==> src/rtl/stream_slice_pkg.sv <==
package stream_slice_pkg;

   typedef enum logic [1:0] {
      SLICE_FULL = 2'd0,
      SLICE_FWD  = 2'd1,
      SLICE_BWD  = 2'd2
   } slice_mode_e;

   // beats a variant can hold at once
   function automatic int slice_depth(slice_mode_e m);
      return (m == SLICE_FULL) ? 2 : 1;
   endfunction

endpackage

==> src/rtl/slice_full.sv <==
module slice_full #(
   parameter int DATA_W = 8
) (
   input  logic              clk,
   input  logic              rst_n,
   input  logic              up_valid_i,
   output logic              up_ready_o,
   input  logic [DATA_W-1:0] up_data_i,
   output logic              dn_valid_o,
   input  logic              dn_ready_i,
   output logic [DATA_W-1:0] dn_data_o
);

   logic              main_vld;
   logic              skid_vld;
   logic [DATA_W-1:0] main_dat;
   logic [DATA_W-1:0] skid_dat;
   logic              take_up;
   logic              main_free;

   // ready comes straight from the skid flag register
   assign up_ready_o = ~skid_vld;
   assign take_up    = up_valid_i & ~skid_vld;
   assign main_free  = ~main_vld | dn_ready_i;

   always_ff @(posedge clk or negedge rst_n) begin
      if (!rst_n) begin
         main_vld <= 1'b0;
         skid_vld <= 1'b0;
      end else if (main_free) begin
         main_vld <= skid_vld | take_up;
         skid_vld <= 1'b0;
      end else if (take_up) begin
         skid_vld <= 1'b1;
      end
   end

   // payload registers: enable only, no reset
   always_ff @(posedge clk) begin
      if (main_free && (skid_vld || take_up))
         main_dat <= skid_vld ? skid_dat : up_data_i;
      if (!main_free && take_up)
         skid_dat <= up_data_i;
   end

   assign dn_valid_o = main_vld;
   assign dn_data_o  = main_dat;

endmodule

==> src/rtl/slice_fwd.sv <==
module slice_fwd #(
   parameter int DATA_W = 8
) (
   input  logic              clk,
   input  logic              rst_n,
   input  logic              up_valid_i,
   output logic              up_ready_o,
   input  logic [DATA_W-1:0] up_data_i,
   output logic              dn_valid_o,
   input  logic              dn_ready_i,
   output logic [DATA_W-1:0] dn_data_o
);

   logic              hold_vld;
   logic [DATA_W-1:0] hold_dat;

   // stage can load when empty or when its beat leaves this cycle
   assign up_ready_o = ~hold_vld | dn_ready_i;

   always_ff @(posedge clk or negedge rst_n) begin
      if (!rst_n)
         hold_vld <= 1'b0;
      else if (up_ready_o)
         hold_vld <= up_valid_i;
   end

   always_ff @(posedge clk) begin
      if (up_ready_o && up_valid_i)
         hold_dat <= up_data_i;
   end

   assign dn_valid_o = hold_vld;
   assign dn_data_o  = hold_dat;

endmodule

==> src/rtl/slice_bwd.sv <==
module slice_bwd #(
   parameter int DATA_W = 8
) (
   input  logic              clk,
   input  logic              rst_n,
   input  logic              up_valid_i,
   output logic              up_ready_o,
   input  logic [DATA_W-1:0] up_data_i,
   output logic              dn_valid_o,
   input  logic              dn_ready_i,
   output logic [DATA_W-1:0] dn_data_o
);

   logic              park_vld;
   logic [DATA_W-1:0] park_dat;
   logic              park_load;

   assign up_ready_o = ~park_vld;
   assign park_load  = ~park_vld & up_valid_i & ~dn_ready_i;

   always_ff @(posedge clk or negedge rst_n) begin
      if (!rst_n)
         park_vld <= 1'b0;
      else if (park_vld)
         park_vld <= ~dn_ready_i;
      else
         park_vld <= park_load;
   end

   always_ff @(posedge clk) begin
      if (park_load)
         park_dat <= up_data_i;
   end

   // parked beat wins over live input
   assign dn_valid_o = park_vld | up_valid_i;
   assign dn_data_o  = park_vld ? park_dat : up_data_i;

endmodule

==> src/rtl/stream_reg_slice.sv <==
module stream_reg_slice
   import stream_slice_pkg::*;
#(
   parameter int          DATA_W = 8,
   parameter slice_mode_e MODE   = SLICE_FULL
) (
   input  logic              clk,
   input  logic              rst_n,
   input  logic              up_valid,
   output logic              up_ready,
   input  logic [DATA_W-1:0] up_data,
   output logic              dn_valid,
   input  logic              dn_ready,
   output logic [DATA_W-1:0] dn_data
);

   if (DATA_W < 1) begin : g_bad_width
      $error("stream_reg_slice: DATA_W must be at least 1");
   end

   if (MODE == SLICE_FULL) begin : g_full
      slice_full #(.DATA_W(DATA_W)) u_stage (
         .clk(clk), .rst_n(rst_n),
         .up_valid_i(up_valid), .up_ready_o(up_ready), .up_data_i(up_data),
         .dn_valid_o(dn_valid), .dn_ready_i(dn_ready), .dn_data_o(dn_data)
      );
   end else if (MODE == SLICE_FWD) begin : g_fwd
      slice_fwd #(.DATA_W(DATA_W)) u_stage (
         .clk(clk), .rst_n(rst_n),
         .up_valid_i(up_valid), .up_ready_o(up_ready), .up_data_i(up_data),
         .dn_valid_o(dn_valid), .dn_ready_i(dn_ready), .dn_data_o(dn_data)
      );
   end else if (MODE == SLICE_BWD) begin : g_bwd
      slice_bwd #(.DATA_W(DATA_W)) u_stage (
         .clk(clk), .rst_n(rst_n),
         .up_valid_i(up_valid), .up_ready_o(up_ready), .up_data_i(up_data),
         .dn_valid_o(dn_valid), .dn_ready_i(dn_ready), .dn_data_o(dn_data)
      );
   end else begin : g_bad_mode
      $error("stream_reg_slice: unsupported MODE");
   end

endmodule

==> config.mk <==
export PLATFORM = sky130hd
export DESIGN_NAME = stream_reg_slice
export DESIGN_NICKNAME = d
export VERILOG_FILES = /design/src/rtl/stream_slice_pkg.sv /design/src/rtl/slice_full.sv /design/src/rtl/slice_fwd.sv /design/src/rtl/slice_bwd.sv /design/src/rtl/stream_reg_slice.sv
export SDC_FILE = /design/constraint.sdc
export NUM_CORES = 1
export LEC_CHECK = 0
export BUFFER_PORTS_ARGS = -buffer_cell sky130_fd_sc_hd__buf_4
export CAP_MARGIN = 20
export CORE_MARGIN = 2
export CORE_UTILIZATION = 40
export CTS_BUF_LIST = sky130_fd_sc_hd__clkbuf_4 sky130_fd_sc_hd__clkbuf_8 sky130_fd_sc_hd__clkbuf_16
export CTS_CLUSTER_SIZE = 30
export DETAILED_ROUTE_END_ITERATION = 12
export PLACE_DENSITY = 0.75
export SLEW_MARGIN = 10
export SYNTH_ARGS = -nofsm -noshare
export SYNTH_HDL_FRONTEND = slang
export SYNTH_HIERARCHICAL = 1
export SYNTH_SLANG_ARGS = --single-unit
==> constraint.sdc <==
create_clock -name clk -period 1.9 [get_ports clk]
set_clock_uncertainty 0.15 [all_clocks]
set_input_delay 0.57 -clock clk [delete_from_list [all_inputs] [get_ports clk]]
set_output_delay 0.57 -clock clk [all_outputs]
set_load 0.1 [all_outputs]
==> results of run 1 <==
==> kinds of logic (layout without fill, tap and decap cells) <==
| kind of cell | Yosys count | count (layout) | synth area share |
|---|---|---|---|
| AND/OR/NAND/NOR | 5 | 5 | 0.0362 |
| buffers and inverters | 2 | 29 | 0.0217 |
| flip-flops | 18 | 18 | 0.768 |
| multiplexers | 8 | 8 | 0.163 |
| AO/OA/AOI/OAI | 1 | 1 | 0.0109 |
==> cell usage in the layout, fill, tap and decap left out <==
master / count
inv_1: 1
dfrtp_1: 1
dlygate4sd3_1: 1
nor2_1: 2
mux2_2: 2
buf_4: 23
nand2b_1: 1
clkbuf_4: 3
mux2_4: 6
o21a_1: 1
dfrtp_2: 1
nand2_1: 1
nor3b_2: 1
clkbuf_8: 1
edfxtp_1: 16
==> critical path: cells and delay by family (launching register included) <==
family | cells | cell delay (ns)
buffers and inverters | 2 | 0.33
flip-flops | 1 | 0.39
==> cell type report <==
cell class	count	area [um2]	area share
flip-flops and latches	18	532	0.574
repair buffers	24	183	0.197
multi-input cells	14	150	0.162
clock buffers	4	36.3	0.0392
well taps	17	21.3	0.0230
inverters	1	3.75	0.00405
==> final timing paths <==
check / from / endpoint / slack, ns / cells after the start
worst max-delay path: g_full.u_stage/skid_vld / up_ready / 0.17 / 2
worst min-delay path: up_data[5] / g_full.u_stage/skid_dat[5] / 0.31 / 1
worst max register to register: g_full.u_stage/skid_vld / g_full.u_stage/dn_data_o[0] / 0.47 / 2
worst min register to register: g_full.u_stage/skid_dat[7] / g_full.u_stage/dn_data_o[7] / 0.41 / 1
max in group asynchronous: rst_n / g_full.u_stage/dn_valid_o / 1.07 / 2
min in group asynchronous: rst_n / g_full.u_stage/dn_valid_o / 0.43 / 2
==> through the flow <==
step,hold slack (ns),power (W),cells,worst slack [ns],instance area [um2]
floorplan,0.124,0.000655,34,0.0473,697
global placement,0.205,0.000708,73,0.235,880
detailed placement,0.206,0.000711,73,0.189,880
CTS,0.303,0.000941,78,0.153,926
global route,0.299,0.000964,78,0.122,926
finish,0.309,0.000932,78,0.167,926
==> registers in the layout, summed over array words and instances (netlist names) <==
signal                     flops
g_full.u_stage/skid_vld        1
g_full.u_stage/dn_data_o       8
g_full.u_stage/dn_valid_o      1
g_full.u_stage/skid_dat        8
==> per-layer routing <==
layer | global-route usage | routed length [um] | vias up
met1 | 0.128 | 395 | 174
met2 | 0.189 | 542 | 12
met3 | 0.0476 | 56 | 0
met4 | 0.0353 | 0 | 0
li1 | - | - | 180
met5 | 0 | 0 | -
==> power groups by stage <==
stage / sequential, W / clock [W] / combinational, W
final: 0.000469 / 0.000231 / 0.000232
after CTS: 0.000470 / 0.000237 / 0.000234
after floorplan: 0.000596 / 0 / 0.0000589
after global routing: 0.000472 / 0.000251 / 0.000241
after global placement: 0.000479 / 0 / 0.000230
after detailed placement: 0.000479 / 0 / 0.000232
==> run metrics, run 1 <==
status=finished clean; total gr overflow=0; routed wire length=994 um; GRT Total Usage=0.112; Synth area leaders=edfxtp_1 70%, mux2_4 13%, dfrtp_1 7.2%, mux2_2 3.3%, buf_6 1.6%; crit end category=output port; Final Core Density=0.554; sw power=0.000287 W; Die Wd=45.6 um; DR iter-0 viols=2; max-slew violations=0; leakage power=0.378 nW; Synth top cells by count=16 x edfxtp_1, 6 x mux2_4, 2 x dfrtp_1, 2 x mux2_2, 2 x nor2_1; post-detailed-placement half-perimeter wirelength=756 um; Diodes inserted=0; Setup Buffers After CTS=0; share of cells above drive strength 1=0.607; Critical Path Max Stage Delay=0.39 ns; Post-Syn Area=691 um2; die area=0.00208 mm2; Worst VDD drop=0.000455 V; Clk pin slew, worst setup/hold paths=0.11 ns; Initial Util=0.413; Worst setup SP type=flop; Die H=45.6 um; Vias/cell=4.69; Switching Share=0.308; pwr dens=1010 mW/mm2; Detail Route Antenna Nets=0; TritonCTS clock tree=done; Period minus WS final=1.73 ns; Least-Margin Pin Slew=0.351 ns; Area Overhead vs Synth=34.1%; global-route wire length before repair=1570 um; final hold vios=0; Mapped Cells=34; synth unique cells=11; leading area contributor after synthesis=edfxtp_1; drt drc=0; FFs w/ async S/R, synth=0.111; DR pass1 iterations=2; CTS resizes=0; Internal Power=0.000646 W; fin nets=74; Clock Root Buffer=clkbuf_4; CP arrival=1.01 ns; Syn Area/Cell=20.3 um2; hold-fix buffer count after cts=1; RSZ-0062 raised after global routing=no; most common cell in the synthesized netlist=edfxtp_1; Warnings, synthesis=6; cell breakdown of the critical path=inv_1 -> buf_4; vias post-DR=366; Max Freq=577 MHz; Post-synth EDFFs=16; slowest CP cell=dfrtp_1; syn nets=46; TritonCTS Buffers=3; io pins=22; fin crit share=0.912; core area=0.00167 mm2; worst setup path class=flop to output port; CTS H-tree lvls=1; headroom to the max-slew limit=0.766; Combinational Power Share=0.248; Fillers=131; worst skew pair latency=0.29 ns; Clock Power Share=0.248; routed length per instance=12.7 um; Yosys reg bits=18; Yosys top cell area share=0.696; Most used DFF post-synth=edfxtp_1; Seq pwr share=0.503; post-synthesis sequential area ratio=0.768; CTS sink count=18; Routability Congestion=0.664; antenna violations before repair=0; CP max FO=2; hold crit path type=primary input to flop; vias in the first global route=354; clk buf depth=2; Port Buf Inserts=21; critical path required time=1.18 ns; setup TNS=0 ns; Core Rows=15; max-cap violation count=0; Final setup viols=0; largest net degree at the start of global routing=12
No activity file was read; power rests on OpenSTA's default activity.
==> run 2, diff against run 1 <==
- RECOVER_POWER: not set -> 25
==> run metrics, run 2 (synthesis gave the netlist of run 1 again) <==
total gr overflow=0; pwr dens=1010 mW/mm2; Worst setup SP type=flop; CP arrival=1.00 ns; Diodes inserted=0; routed length per instance=12.7 um; fin crit share=0.908; routed wire length=988 um; Core Rows=15; placed insts=73; vias post-DR=366; Initial Util=0.413; crit end category=output port; max-cap violation count=0; Detail Route Antenna Nets=0; Seq pwr share=0.507; Max Freq=580 MHz; post-route insts no fill=78; commonest non-fill, non-tap cell in the layout=edfxtp_1; final hold vios=0; Switching Share=0.306; global-route wire length before repair=1570 um; Final setup viols=0; Critical Path Start=g_full.u_stage/skid_vld; hold_sp=up_data[3]; core area=0.00167 mm2; TritonCTS Buffers=3; CP max FO=2; Fillers=133; Worst VDD drop=0.000455 V; drt drc=0; r2r setup slk=0.48 ns; status=finished clean; CTS sink count=18; Vias/cell=4.69; Clk pin slew, worst setup/hold paths=0.10 ns; Combinational Power Share=0.247; post-detailed-placement half-perimeter wirelength=756 um; hold crit path type=primary input to flop; Port Buf Inserts=21; fin nets=74; DR pass1 iterations=2; slowest CP cell=dfrtp_1; DR iter-0 viols=2; critical path required time=1.18 ns; max-slew violations=0; die area=0.00208 mm2; FF-to-FF Start=g_full.u_stage/skid_vld; worst setup path class=flop to output port; end of the critical path=up_ready; Period minus WS final=1.72 ns; leakage power=0.366 nW; Clock Power Share=0.246; footprint of the multi-input gates=150 um2; sw power=0.000283 W; commonest cells after routing, fill and taps aside=16 x edfxtp_1, 14 x buf_4, 9 x clkbuf_4; CTS H-tree lvls=1; cell breakdown of the critical path=inv_1 -> buf_4; Routability Congestion=0.664; Clock Root Buffer=clkbuf_4; Internal Power=0.000642 W; share of cells above drive strength 1=0.557; total power=0.000925 W; worst skew pair latency=0.28 ns; Area Overhead vs Synth=32.4%; reg2reg end=g_full.u_stage/dn_data_o[0]; Setup Buffers After CTS=0; largest net degree at the start of global routing=12; setup TNS=0 ns; Least-Margin Pin Slew=0.351 ns; GRT Total Usage=0.112; io pins=22; RSZ-0062 raised after global routing=no; Critical Path Max Stage Delay=0.39 ns; Die Wd=45.6 um; Final Core Density=0.548; clk buf depth=2; antenna violations before repair=0; FF+latch area=532 um2; vias in the first global route=354; Die H=45.6 um; TritonCTS clock tree=done; headroom to the max-slew limit=0.766; R2R cell count=2
[run 2: cell types whose count changed in the layout (fill, tap and decap cells not counted)]
cell,delta
clkbuf_1,+3
clkbuf_4,+6
buf_4,-9
[run 2: area by class of cell]
cell class,count,area share
Clock buffer,4,0.0397
Inverter,1,0.00410
Sequential cell,18,0.581
Multi-Input combinational cell,14,0.164
Timing Repair Buffer,24,0.187
Tap cell,17,0.0233
[run 2: worst min path at each step]
stage                                      end  depth (start not counted)
floorplan            g_full.u_stage/dn_valid_o                          0
global placement       g_full.u_stage/skid_vld                          1
detailed placement     g_full.u_stage/skid_vld                          1
CTS                 g_full.u_stage/skid_dat[2]                          1
global route        g_full.u_stage/skid_dat[2]                          1
finish              g_full.u_stage/skid_dat[3]                          1
[run 2: metrics by stage]
| step | hold slack [ns] | setup slack (ns) | cell area [um2] |
|---|---|---|---|
| after detailed placement | 0.206 | 0.189 | 880 |
| after global placement | 0.205 | 0.235 | 880 |
| after CTS | 0.303 | 0.153 | 926 |
| final | 0.342 | 0.175 | 915 |
| after global routing | 0.324 | 0.122 | 915 |
| after floorplan | 0.124 | 0.0473 | 697 |
[run 2: power by group through the flow]
stage	logic [W]	registers [W]	clock network, W
floorplan	0.0000589	0.000596	0
global placement	0.000230	0.000479	0
detailed placement	0.000232	0.000479	0
CTS	0.000234	0.000470	0.000237
global route	0.000238	0.000472	0.000251
finish	0.000229	0.000469	0.000227
[run 2: repair_timing]
action,CTS,global route
endpoints found under the hold margin,2,0
resized for setup,0,0
hold buffers,1,0
[run 2: routing by layer]
metal	vias to the layer above	track usage	wire length, um
li1	180	-	-
met1	174	0.128	408
met2	12	0.189	523
met3	0	0.0476	56
met4	0	0.0353	0
met5	-	0	0
[run 2: worst max-delay path: cells and delay by family, from the launching register on]
| kind | cells | cell delay (ns) |
|---|---|---|
| buffers and inverters | 2 | 0.33 |
| flip-flops | 1 | 0.39 |
